<file path="src/rtl/dma_ag_pkg.sv">
package dma_ag_pkg;
  typedef enum logic [1:0] {
    SEL_PAGE  = 2'd0,
    SEL_ADDR  = 2'd1,
    SEL_COUNT = 2'd2,
    SEL_NONE  = 2'd3
  } wr_sel_e;
endpackage

</file>
<file path="src/rtl/dma_ag_addr_regs.sv">
module dma_ag_addr_regs #(
  parameter int PAGE_W = 8,
  parameter int ADDR_W = 16,
  parameter int DATA_W = 16
) (
  input  logic              clk,
  input  logic              rst,
  input  logic              ld_page,
  input  logic              ld_addr,
  input  logic [DATA_W-1:0] wr_data,
  input  logic              step,
  input  logic              dec,
  input  logic              reload,
  output logic [PAGE_W-1:0] cur_page,
  output logic [ADDR_W-1:0] cur_addr
);
  logic [PAGE_W-1:0] base_page;
  logic [ADDR_W-1:0] base_addr;
  logic [ADDR_W-1:0] addr_next;

  // step stays inside the address field; no carry reaches the page
  always_comb begin
    if (dec) addr_next = cur_addr - ADDR_W'(1);
    else     addr_next = cur_addr + ADDR_W'(1);
  end

  always_ff @(posedge clk) begin
    if (rst) begin
      base_page <= '0;
      cur_page  <= '0;
    end else if (ld_page) begin
      base_page <= wr_data[PAGE_W-1:0];
      cur_page  <= wr_data[PAGE_W-1:0];
    end else if (reload) begin
      cur_page  <= base_page;
    end
  end

  always_ff @(posedge clk) begin
    if (rst) begin
      base_addr <= '0;
      cur_addr  <= '0;
    end else if (ld_addr) begin
      base_addr <= wr_data[ADDR_W-1:0];
      cur_addr  <= wr_data[ADDR_W-1:0];
    end else if (reload) begin
      cur_addr  <= base_addr;
    end else if (step) begin
      cur_addr  <= addr_next;
    end
  end

  // incrementing past all-ones lands on zero
  p_addr_wrap_up_r6: assert property (@(posedge clk) disable iff (rst)
    (step && !reload && !ld_addr && !dec && cur_addr == {ADDR_W{1'b1}})
      |=> cur_addr == '0);

  // transfers never alter the base copy
  p_base_stable_r11: assert property (@(posedge clk) disable iff (rst)
    (!ld_addr) |=> $stable(base_addr));
endmodule

</file>
<file path="src/rtl/dma_ag_count.sv">
module dma_ag_count #(
  parameter int CNT_W  = 16,
  parameter int DATA_W = 16
) (
  input  logic              clk,
  input  logic              rst,
  input  logic              ld,
  input  logic [DATA_W-1:0] wr_data,
  input  logic              step,
  input  logic              reload,
  output logic              at_zero
);
  logic [CNT_W-1:0] base_cnt;
  logic [CNT_W-1:0] cur_cnt;

  assign at_zero = (cur_cnt == '0);

  always_ff @(posedge clk) begin
    if (rst) begin
      base_cnt <= '0;
      cur_cnt  <= '0;
    end else if (ld) begin
      base_cnt <= wr_data[CNT_W-1:0];
      cur_cnt  <= wr_data[CNT_W-1:0];
    end else if (reload) begin
      cur_cnt  <= base_cnt;
    end else if (step) begin
      cur_cnt  <= cur_cnt - CNT_W'(1);
    end
  end

  // a non-reloading step at zero leaves the count at all-ones
  p_cnt_underflow_r7: assert property (@(posedge clk) disable iff (rst)
    (step && !reload && !ld && at_zero) |=> cur_cnt == {CNT_W{1'b1}});
endmodule

</file>
<file path="src/rtl/dma_ag_fmt.sv">
module dma_ag_fmt #(
  parameter int PAGE_W    = 8,
  parameter int ADDR_W    = 16,
  parameter bit WORD_MODE = 1'b0,
  localparam int OUT_W    = PAGE_W + ADDR_W
) (
  input  logic              clk,
  input  logic              rst,
  input  logic [PAGE_W-1:0] cur_page,
  input  logic [ADDR_W-1:0] cur_addr,
  output logic [OUT_W-1:0]  bus_addr
);
  logic [OUT_W-1:0] addr_comb;

  generate
    if (WORD_MODE) begin : g_word
      // word layout: address shifted up one, page bit 0 discarded
      logic page_lsb_dropped;
      assign page_lsb_dropped = cur_page[0] & 1'b0;
      assign addr_comb = {cur_page[PAGE_W-1:1], cur_addr, page_lsb_dropped};
    end else begin : g_byte
      assign addr_comb = {cur_page, cur_addr};
    end
  endgenerate

  always_ff @(posedge clk) begin
    if (rst) bus_addr <= '0;
    else     bus_addr <= addr_comb;
  end

  // the lowest output bit never rises in word layout
  p_word_even_r4: assert property (@(posedge clk) disable iff (rst)
    WORD_MODE |=> bus_addr[0] == 1'b0);
endmodule

</file>
<file path="src/rtl/dma_addr_gen.sv">
module dma_addr_gen #(
  parameter int PAGE_W    = 8,
  parameter int ADDR_W    = 16,
  parameter int CNT_W     = 16,
  parameter int DATA_W    = 16,
  parameter bit WORD_MODE = 1'b0,
  localparam int OUT_W    = PAGE_W + ADDR_W
) (
  input  logic              clk,
  input  logic              rst,
  input  logic              wr_en,
  input  logic [1:0]        wr_sel,
  input  logic [DATA_W-1:0] wr_data,
  input  logic              mode_dec,
  input  logic              mode_auto,
  input  logic              mask_clr,
  input  logic              dreq,
  input  logic              xfer_done,
  output logic [OUT_W-1:0]  bus_addr,
  output logic              tc,
  output logic              masked,
  output logic              svc_req
);
  import dma_ag_pkg::*;

  logic              accept;
  logic              at_zero;
  logic              term;
  logic              reload;
  logic              ld_page, ld_addr, ld_cnt;
  logic [PAGE_W-1:0] cur_page;
  logic [ADDR_W-1:0] cur_addr;

  assign ld_page = wr_en && (wr_sel == SEL_PAGE);
  assign ld_addr = wr_en && (wr_sel == SEL_ADDR);
  assign ld_cnt  = wr_en && (wr_sel == SEL_COUNT);
  assign accept  = xfer_done && dreq && !masked && !wr_en;
  assign term    = accept && at_zero;
  assign reload  = term && mode_auto;

  dma_ag_addr_regs #(.PAGE_W(PAGE_W), .ADDR_W(ADDR_W), .DATA_W(DATA_W)) u_addr (
    .clk(clk), .rst(rst), .ld_page(ld_page), .ld_addr(ld_addr),
    .wr_data(wr_data), .step(accept), .dec(mode_dec), .reload(reload),
    .cur_page(cur_page), .cur_addr(cur_addr)
  );

  dma_ag_count #(.CNT_W(CNT_W), .DATA_W(DATA_W)) u_cnt (
    .clk(clk), .rst(rst), .ld(ld_cnt), .wr_data(wr_data),
    .step(accept), .reload(reload), .at_zero(at_zero)
  );

  dma_ag_fmt #(.PAGE_W(PAGE_W), .ADDR_W(ADDR_W), .WORD_MODE(WORD_MODE)) u_fmt (
    .clk(clk), .rst(rst), .cur_page(cur_page), .cur_addr(cur_addr),
    .bus_addr(bus_addr)
  );

  always_ff @(posedge clk) begin
    if (rst) begin
      masked  <= 1'b1;
      tc      <= 1'b0;
      svc_req <= 1'b0;
    end else begin
      tc      <= term;
      svc_req <= dreq && !masked;
      if (term && !mode_auto) masked <= 1'b1;
      else if (mask_clr)      masked <= 1'b0;
    end
  end

  // tc only follows an accepted transfer
  p_tc_after_accept_r7: assert property (@(posedge clk) disable iff (rst)
    tc |-> $past(xfer_done && dreq && !masked && !wr_en));

  // terminal count without autoinitialize masks the channel
  p_tc_masks_r9: assert property (@(posedge clk) disable iff (rst)
    (accept && at_zero && !mode_auto) |=> masked);

  // autoinitialize keeps an open channel open
  p_auto_open_r10: assert property (@(posedge clk) disable iff (rst)
    (accept && at_zero && mode_auto) |=> !masked);

  // a masked channel with no write holds its address
  p_masked_hold_r8: assert property (@(posedge clk) disable iff (rst)
    (masked && !wr_en) |=> $stable(cur_addr));
endmodule

</file>
<file path="config.mk">
export PLATFORM = sky130hd
export DESIGN_NAME = dma_addr_gen
export DESIGN_NICKNAME = d
export VERILOG_FILES = /design/src/rtl/dma_ag_pkg.sv /design/src/rtl/dma_ag_addr_regs.sv /design/src/rtl/dma_ag_count.sv /design/src/rtl/dma_ag_fmt.sv /design/src/rtl/dma_addr_gen.sv
export SDC_FILE = /design/constraint.sdc
export NUM_CORES = 1
export LEC_CHECK = 0
export BUFFER_PORTS_ARGS = -buffer_cell sky130_fd_sc_hd__buf_2
export CORE_ASPECT_RATIO = 2
export CORE_UTILIZATION = 60
export DETAILED_ROUTE_END_ITERATION = 8
export MAX_ROUTING_LAYER = met4
export PLACE_DENSITY_LB_ADDON = 0.08
export SLEW_MARGIN = 10
export SYNTH_ARGS = -nofsm -noshare
export SYNTH_HDL_FRONTEND = slang
export SYNTH_SLANG_ARGS = --single-unit
</file>
<file path="constraint.sdc">
create_clock -name clk -period 3.55 [get_ports clk]
set_input_delay 0.8875 -clock clk [delete_from_list [all_inputs] [get_ports clk]]
set_output_delay 0.8875 -clock clk [all_outputs]
set_load 0.01 [all_outputs]
</file>
==> impl_metrics.tcl, run 1 <==
set metrics [dict create \
    cts_setup_buffers 0 \
    grt.total_usage_pct 32.8 \
    place.gp.congestion 0.886 \
    ir_drop_mv 0.390 \
    wl_per_cell_um 17.3 \
    synth-main-ff-cell "dfxtp_1" \
    drt_iter0_markers 319 \
    cp.arrival_ps 3020 \
    postSynthCellCount 608 \
    syn_nets 651 \
    area_growth_pct 12.8 \
    hold_class "flip-flop to flip-flop" \
    leakagePower_nw 2.28 \
    die_h_um 132 \
    clk_latency_ps 350 \
    clock_sinks 107 \
    placed_cell_area_mm2 0.00535 \
    run_status "complete, no violations" \
    cts_hold_buffers 0 \
    grt_first_pass_wirelength_um 21200 \
    first_pass_iters 7 \
    synthArstFlopShare_pct 0 \
    power_density_mw_per_mm2 495 \
    yosys_warnings 0 \
    synthTopCellsByArea "dfxtp_1, nand2_1, a21oi_1" \
    fin_nets 688 \
    synth.top_cells.by_count "nand2_1, dfxtp_1, a21oi_1" \
    core_area_mm2 0.00823 \
    period_share_pct 77.2 \
    critPathLaunchType "input port" \
    end_kind "flip-flop" \
    cts_tree "built" \
    yosysUniqueCellTypes 64 \
    cts_resized 0 \
    route.detailed.drc 0 \
    finalPower_mw 2.82 \
    port-buffer-count 52 \
    insertedDiodeCount 0 \
    rows 47 \
    htree_levels 3 \
    dr_total_vias 4632 \
    skew_ps 8.73 \
    antenna_found_initial 0 \
    met1Wirelength_um 4770 \
    numCtsBuffers 9 \
    final_antenna_net_count 0 \
    grt_pass1_vias 4447 \
    clk_pin_slew_worst_paths_ps 70 \
    ff2ff_setup_slack_ps 1110 \
    max_slew_margin_pct 37.2 \
    start_util_pct 61.2 \
    drv_slew 0 \
    tns_ps 0 \
    max_freq_mhz 365 \
    hpwl_um 9400 \
    met2_wirelength_um 6990 \
    required_ps 3830 \
    hold_viol_final 0 \
    wirelength_um 13000 \
    ys_seq_elements 107 \
    via_per_inst 6.19 \
    tightest_slew_ps 939 \
    synth_edf_count 0 \
    yosysTopAreaCell "dfxtp_1" \
    synth_area_per_cell_um2 8.29 \
    wl_met3_um 619 \
    rsz0062_at_grt "no" \
    criticalPathCategory "input port to flip-flop" \
    yosysMostFrequentCell "nand2_1" \
    fin_crit_ps 2740 \
    setup_viol 0 \
    grt_overflow 0 \
    dieWidth_um 66.8 \
    ys_seq_area_share_pct 42.5 \
    clockRootBuffer "clkbuf_16" \
    layout-drive-gt1-share_pct 14.8 \
    path_max_fanout 10 \
    ios 53 \
    drv_cap 0 \
    synth_top_area_share_pct 42.5 \
    final_area_mm2 0.00569 \
    highest_layer "met4" \
    design.die.area_mm2 0.00880 \
    clock_path_buffers 2 \
    synth.cell_area_mm2 0.00504 \
    grt_max_degree 72 \
]
## cell usage in the layout, fill, tap and decap left out, types with 7 or more instances in the layout
master,instances
nand2_1,124
dfxtp_1,107
a21oi_1,71
buf_2,51
nor2_1,33
nor2b_1,24
o21ai_0,18
inv_1,16
ha_1,16
a31oi_1,13
xnor2_1,13
a21boi_0,12
buf_4,12
o211ai_1,11
nand3_1,10
clkbuf_16,9
a311oi_1,8
o22ai_1,7
## critical path: stages
cell      delay (ps)
buf_2            180
fa_1             500
a211oi_1         290
o31ai_1          200
and4_1           230
a2111o_1         370
a21o_2           190
a31oi_1          170
## logic make-up (layout without fill, tap and decap cells)
| logic type | count (synthesis) | in the layout | synth area share, % |
|---|---|---|---|
| compound gates | 179 | 179 | 22.7 |
| xor+xnor | 19 | 19 | 3.30 |
| fa+ha+maj | 17 | 17 | 4.37 |
| buf+inv | 53 | 95 | 4.42 |
| flops | 107 | 107 | 42.5 |
| mux | 3 | 3 | 0.645 |
| simple gates | 230 | 230 | 22.1 |
## area by class of cell
type | count | area, um2
Multi-Input combinational cell | 448 | 2680
Fill cell | 681 | 2550
Sequential cell | 107 | 2140
Timing Repair Buffer | 63 | 345
Clock buffer | 10 | 239
Tap cell | 98 | 123
Clock inverter | 6 | 93.8
Inverter | 16 | 60.1
## layer usage
layer  GRT usage, %  up-vias
met2           54.9      166
met3           5.03       38
li1               -     2232
met4           20.7        0
met1           34.3     2196
met5              -        -
## worst paths after layout
| kind | from | to | cells past startpoint |
|---|---|---|---|
| worst max-delay path | mode_dec | u_addr.cur_addr[14] | 8 |
| worst min-delay path | u_cnt.base_cnt[15] | u_cnt.base_cnt[15] | 2 |
| worst max register to register | u_cnt.cur_cnt[0] | u_addr.cur_addr[12] | 7 |
| worst min register to register | u_cnt.base_cnt[15] | u_cnt.base_cnt[15] | 2 |
## power breakdown
group / internal (mW) / switching (mW) / leakage (nW) / total [mW]
Combinational: 0.166 / 0.257 / 1.25 / 0.423
Clock: 0.646 / 0.463 / 0.165 / 1.11
Sequential: 1.25 / 0.0384 / 0.870 / 1.28
Total: 2.06 / 0.759 / 2.28 / 2.82
## state kept, by name (all words and copies together), names as in the netlist
| register | flops |
|---|---|
| tc | 1 |
| u_addr.base_addr | 16 |
| svc_req | 1 |
| masked | 1 |
| u_addr.cur_page | 8 |
| u_addr.base_page | 8 |
| u_addr.cur_addr | 16 |
| u_cnt.cur_cnt | 16 |
| u_cnt.base_cnt | 16 |
| u_fmt.bus_addr | 24 |
## stage by stage
step / util, % / setup WS, ps / hold WS (ps) / std cells
after floorplan: - / 873 / 433 / 608
after global placement: 65.0 / 498 / 440 / 732
after detailed placement: 65.0 / 446 / 447 / 732
after CTS: 69.1 / 807 / 458 / 748
after global routing: 69.1 / 644 / 471 / 748
final: 69.1 / 810 / 456 / 748
Note: power is estimated with default switching activity, not from simulation.
==> run 2, diff against run 1 <==
--- a/config.mk
+++ b/config.mk
@@ -7,7 +7,7 @@
 export LEC_CHECK = 0
 export BUFFER_PORTS_ARGS = -buffer_cell sky130_fd_sc_hd__buf_2
 export CORE_ASPECT_RATIO = 2
-export CORE_UTILIZATION = 60
+export CORE_UTILIZATION = 59
 export DETAILED_ROUTE_END_ITERATION = 8
 export MAX_ROUTING_LAYER = met4
 export PLACE_DENSITY_LB_ADDON = 0.08
==> constraint.sdc (replaced) <==
create_clock -name clk -period 2.7 [get_ports clk]
set_input_delay 0.675 -clock clk [delete_from_list [all_inputs] [get_ports clk]]
set_output_delay 0.675 -clock clk [all_outputs]
set_load 0.01 [all_outputs]
==> run 2 against run 1 <==
  * Critical path depth rose by 1
  * Global-route usage rose by 0.28 points
  * Final area rose by 2.6%
  * Clock skew fell by 2.8 ps
  * Count of clock-buffer cells in the layout rose by 1
  * Total power rose by 28%
  * Register-to-register slack got worse by 900 ps
  * Critical path type unchanged
  * Critical endpoint is now u_addr.cur_addr[11]
  * Largest power group unchanged
==> impl_metrics.tcl, run 2 (synthesis gave the netlist of run 1 again) <==
set metrics [dict create \
    run_status "complete, no violations" \
    power_density_mw_per_mm2 616 \
    multi_input_area_mm2 0.00268 \
    criticalPathCategory "input port to flip-flop" \
    port-buffer-count 52 \
    first_pass_iters 4 \
    cts_tree "built" \
    hpwl_um 9860 \
    numCtsBuffers 9 \
    clock_path_buffers 2 \
    area_growth_pct 15.7 \
    wirelength_um 13400 \
    met2_wirelength_um 7330 \
    drv_slew 0 \
    dieWidth_um 67.4 \
    final_cells 771 \
    p_seq_share_pct 47.0 \
    pwr-share-comb_pct 16.7 \
    grt_max_degree 85 \
    insertedDiodeCount 0 \
    grt_pass1_vias 4716 \
    max_slew_margin_pct 48.7 \
    rows 47 \
    drv_cap 0 \
    ir_drop_mv 0.564 \
    ff_latch_area_mm2 0.00214 \
    finalPower_mw 3.59 \
    skew_ps 5.88 \
    final_common_cell "nand2_1" \
    required_ps 2980 \
    layout-drive-gt1-share_pct 17.4 \
    regMostFlops "u_fmt.bus_addr" \
    clk_pin_slew_worst_paths_ps 70 \
    fillers 680 \
    cts_hold_buffers 0 \
    p_clk_share_pct 36.3 \
    rsz0062_at_grt "no" \
    antenna_found_initial 0 \
    fin_crit_ps 2520 \
    clk_latency_ps 340 \
    met1Wirelength_um 5050 \
    clockRootBuffer "clkbuf_16" \
    max_freq_mhz 397 \
    dr_total_vias 4718 \
    slowest_stage "o311ai_0" \
    end_kind "flip-flop" \
    hold-worst-slack_ps 453 \
    die_h_um 133 \
    route.detailed.drc 0 \
    path_cells "buf_2 > ha_1 > nand3_1 > o2111ai_1 > a21boi_0 > o311ai_0 > buf_4 > xnor2_1 > o2bb2ai_1" \
    p_sw_mw 0.981 \
    place.gp.congestion 0.926 \
    switching_share_pct 27.3 \
    period_share_pct 93.3 \
    hold_class "flip-flop to flip-flop" \
    cp.arrival_ps 2800 \
    highest_layer "met4" \
    crit_family "compound AO/OA/AOI/OAI gates" \
    hold_viol_final 0 \
    core_area_mm2 0.00829 \
    cts_resized 0 \
    design.die.area_mm2 0.00894 \
    dp_cells 755 \
    fin_nets 711 \
    clock_sinks 107 \
    via_per_inst 6.12 \
    drt_iter0_markers 333 \
    ios 53 \
    cp_num_buf_inv 2 \
    power.internal_mw 2.61 \
    final_antenna_net_count 0 \
    leakagePower_nw 2.37 \
    htree_levels 3 \
    grt_overflow 0 \
    setup_viol 0 \
    grt_first_pass_wirelength_um 21800 \
    final_cell_mix "nand2_1, dfxtp_1, a21oi_1" \
    slowest_delay_ps 540 \
    wl_per_cell_um 17.4 \
    grt.total_usage_pct 33.0 \
    critPathLaunchType "input port" \
    start_util_pct 60.8 \
    largest_reg_flops 24 \
    path_max_fanout 8 \
    wl_met3_um 497 \
    tightest_slew_ps 768 \
    cts_setup_buffers 0 \
]
run 2: cell types whose count changed in the layout (fill, tap and decap cells not counted), sizes merged:
cell	before	now
buf	63	86
clkbuf	10	11
inv	19	17
clkinv	1	0
clkinvlp	0	3
bufinv	2	1
run 2: final timing paths:
kind                                    startpoint                   to  slack [ps]  cells past startpoint
worst min register to register  u_cnt.base_cnt[13]   u_cnt.base_cnt[13]         450                      2
worst max register to register    u_cnt.cur_cnt[1]    u_cnt.cur_cnt[13]         210                      7
worst max-delay path                      mode_dec  u_addr.cur_addr[11]         180                      9
worst min-delay path            u_cnt.base_cnt[13]   u_cnt.base_cnt[13]         450                      2
run 2: per-stage QoR:
| stage | worst slack (ps) | setup TNS (ps) | instance area, um2 | utilization [%] |
|---|---|---|---|---|
| floorplan | 235 | 0 | 5040 | - |
| global placement | -180 | -189 | 5540 | 66.8 |
| detailed placement | -111 | -150 | 5540 | 66.8 |
| CTS | 232 | 0 | 5830 | 70.3 |
| global route | 86.0 | 0 | 5830 | 70.3 |
| finish | 180 | 0 | 5830 | 70.3 |
run 2: worst register-to-register path: stages (launching register included):
cell and delay, ps:
dfxtp_1 380, inv_1 130, ha_1 230, nor4bb_1 370, and4_2 480, nand2_1 390, o21ai_0 310, o22ai_1 90
run 2: area by class of cell:
type	instances	share of cell area, %
Multi-Input combinational cell	448	46.0
Sequential cell	107	36.7
Timing Repair Buffer	86	9.09
Clock buffer	11	3.99
Tap cell	98	2.10
Clock inverter	5	1.05
Inverter	16	1.03
run 2: per-layer routing:
layer	global-route usage, %	vias to the layer above
met5	-	-
met4	18.7	0
li1	-	2277
met1	33.8	2249
met2	57.9	149
met3	3.88	43
run 2: power groups by stage:
stage	sequential, mW	combinational (mW)	clock, mW
after global placement	1.72	0.581	0
after global routing	1.70	0.663	1.37
after floorplan	1.72	0.395	0
after detailed placement	1.72	0.588	0
after CTS	1.69	0.594	1.32
final	1.69	0.598	1.30
==> run 3, diff against run 2 <==
--- a/config.mk
+++ b/config.mk
@@ -5,13 +5,13 @@
 export SDC_FILE = /design/constraint.sdc
 export NUM_CORES = 1
 export LEC_CHECK = 0
+export ABC_AREA = 1
 export BUFFER_PORTS_ARGS = -buffer_cell sky130_fd_sc_hd__buf_2
 export CORE_ASPECT_RATIO = 2
 export CORE_UTILIZATION = 59
 export DETAILED_ROUTE_END_ITERATION = 8
 export MAX_ROUTING_LAYER = met4
 export PLACE_DENSITY_LB_ADDON = 0.08
-export SLEW_MARGIN = 10
 export SYNTH_ARGS = -nofsm -noshare
 export SYNTH_HDL_FRONTEND = slang
 export SYNTH_SLANG_ARGS = --single-unit
==> run 3 against run 2 <==
  * Worst hold slack worse by 27 ps
  * Sequential cell count unchanged
  * Fmax up 19%
  * Routed wire length up 3.3%
  * Register-to-register slack better by 470 ps
  * Core utilization down 2.3 points
  * Die area up 9.4%
  * Area after synthesis up 9.6%
  * Total power down 1.4%
  * Combinational power up 0.8%
==> impl_metrics.tcl, run 3 <==
set metrics [dict create \
    run_status "complete, no violations" \
    ff2ff_setup_slack_ps 680 \
    path_max_fanout 16 \
    htree_levels 3 \
    hpwl_um 10500 \
    route.detailed.drc 0 \
    grt_pass1_vias 4946 \
    p_seq_share_pct 47.5 \
    rr_worst_depth 10 \
    synth_top_area_share_pct 38.8 \
    ios 53 \
    hold_viol_final 0 \
    finalPower_mw 3.54 \
    final_cell_mix "nand2_1, inv_1, dfxtp_1" \
    tightest_slew_ps 594 \
    cts_setup_buffers 0 \
    antenna_found_initial 0 \
    synth.top_cells.by_count "nand2_1, inv_1, dfxtp_1" \
    regMostFlops "u_fmt.bus_addr" \
    critPathLaunchType "input port" \
    yosysUniqueCellTypes 37 \
    fin_ws_ps 588 \
    clockRootBuffer "clkbuf_16" \
    yosysMostFrequentCell "nand2_1" \
    core_area_mm2 0.00901 \
    pwr-share-comb_pct 17.0 \
    p_sw_mw 1.04 \
    dieWidth_um 70.4 \
    yosys.area_share.adder_pct 3.99 \
    die_h_um 139 \
    cts_hold_buffers 0 \
    skew_ps 10.3 \
    power_density_mw_per_mm2 577 \
    synthTopCellsByArea "dfxtp_1, nand2_1, inv_1" \
    place.gp.congestion 1.03 \
    synth_area_per_cell_um2 6.88 \
    placed_cell_area_mm2 0.00585 \
    synth_edf_count 0 \
    postSynthCellCount 803 \
    synthArstFlopShare_pct 0 \
    p_clk_share_pct 35.5 \
    tns_ps 0 \
    critPathLaunch "mode_dec" \
    leakagePower_nw 2.92 \
    yosysTopAreaCell "dfxtp_1" \
    final_antenna_net_count 0 \
    synth-xor-area-share_pct 2.22 \
    grt_max_degree 48 \
    grt_first_pass_wirelength_um 22600 \
    end_kind "flip-flop" \
    yosys_warnings 0 \
    syn_nets 846 \
    via_per_inst 5.37 \
    cts_resized 0 \
    synth-main-ff-cell "dfxtp_1" \
    criticalPathCategory "input port to flip-flop" \
    synth_mux_area_share_pct 1.45 \
    fin_crit_ps 2110 \
    synth.cell_area_mm2 0.00553 \
    cp.arrival_ps 2330 \
    period_share_pct 78.2 \
    clock_path_buffers 2 \
    rsz0062_at_grt "no" \
    numCtsBuffers 9 \
    insertedDiodeCount 0 \
    setup_viol 0 \
    layout-drive-gt1-share_pct 12.9 \
    clock_sinks 107 \
    power.internal_mw 2.50 \
    r2r_end "u_addr.cur_addr[3]" \
    ys_seq_area_share_pct 38.8 \
    design.die.area_mm2 0.00978 \
    final_area_mm2 0.00613 \
    area_growth_pct 11.0 \
    synth_top_family_by_area "simple AND/OR/NAND/NOR gates" \
    ys_seq_elements 107 \
    port-buffer-count 52 \
    fin_nets 892 \
    grt.total_usage_pct 30.2 \
    max_slew_margin_pct 60.4 \
    hold_class "flip-flop to flip-flop" \
    first_pass_iters 7 \
    clk_pin_slew_worst_paths_ps 70 \
    dr_total_vias 5133 \
    regToRegStartpoint "u_cnt.cur_cnt[0]" \
    cts_tree "built" \
    drv_cap 0 \
    switching_share_pct 29.4 \
    wl_per_cell_um 14.5 \
    synth_compound_area_share_pct 12.7 \
    rows 49 \
    ir_drop_mv 0.512 \
    max_freq_mhz 474 \
    required_ps 2910 \
    final_common_cell "nand2_1" \
    drv_slew 0 \
    drt_iter0_markers 260 \
    post-place-ws_ps 222 \
    synthSimpleGateAreaFrac_pct 28.7 \
    start_util_pct 61.3 \
    clk_latency_ps 350 \
    grt_overflow 0 \
    endpoint "u_addr.cur_addr[10]" \
    wirelength_um 13900 \
    largest_reg_flops 24 \
    fillers 831 \
]
==> run 3: worst min path at each step <==
| stage | start | endpoint | slack (ps) | depth (start not counted) |
|---|---|---|---|---|
| floorplan | u_addr.cur_page[0] | u_fmt.bus_addr[16] | 400 | 2 |
| global placement | u_addr.cur_page[6] | u_fmt.bus_addr[22] | 410 | 2 |
| detailed placement | u_addr.cur_page[1] | u_fmt.bus_addr[17] | 420 | 2 |
| CTS | u_addr.cur_page[5] | u_fmt.bus_addr[21] | 430 | 2 |
| global route | u_addr.cur_page[4] | u_fmt.bus_addr[20] | 440 | 2 |
| finish | u_addr.cur_page[0] | u_fmt.bus_addr[16] | 430 | 2 |
==> run 3: final cells by class <==
type / count / area, um2 / share of cell area [%]
multi-input cells: 529 / 2710 / 44.2
flip-flops and latches: 107 / 2140 / 34.9
inverters: 138 / 518 / 8.44
repair buffers: 64 / 350 / 5.71
clock buffers: 10 / 229 / 3.73
well taps: 102 / 128 / 2.08
clock inverters: 6 / 57.6 / 0.938
==> run 3: kinds of logic (layout without fill, tap and decap cells) <==
| kind of cell | count (synthesis) | after routing |
|---|---|---|
| and+or+nand+nor | 359 | 359 |
| buffers and inverters | 167 | 218 |
| AOI/OAI and AO/OA | 131 | 131 |
| DFF | 107 | 107 |
| adders and majority gates | 17 | 17 |
| xor gates and xnor gates | 14 | 14 |
| muxes | 8 | 8 |
==> run 3: worst max-delay path: stages <==
cell and delay [ps]:
buf_2 320, ha_1 340, or2_2 320, nand3b_1 90
nand2_1 160, nand2_1 130, nand2_1 50, nand2_1 70
nand3_2 50, nand2_1 60, a21oi_1 60
==> run 3: routing by layer <==
layer	share of wire, %	wire [um]	GRT usage [%]	vias up
met5	0	0	-	-
met4	4.8	667	16.6	0
met3	3.6	505	3.71	51
met2	55	7590	54.7	149
met1	37	5090	30.3	2315
li1	-	-	-	2618
==> run 3: power groups by stage <==
| stage | Sequential [mW] | Combinational [mW] | Clock, mW |
|---|---|---|---|
| finish | 1.68 | 0.603 | 1.26 |
| detailed placement | 1.72 | 0.596 | 0 |
| floorplan | 1.71 | 0.439 | 0 |
| global placement | 1.72 | 0.584 | 0 |
| CTS | 1.68 | 0.601 | 1.27 |
| global route | 1.69 | 0.677 | 1.33 |
==> run 3: through the flow <==
step | instances | hold slack [ps] | util [%]
after floorplan | 803 | 400 | -
after global placement | 940 | 407 | 64.9
after detailed placement | 940 | 417 | 64.9
after CTS | 956 | 426 | 68.1
after global routing | 956 | 444 | 68.1
final | 956 | 426 | 68.1
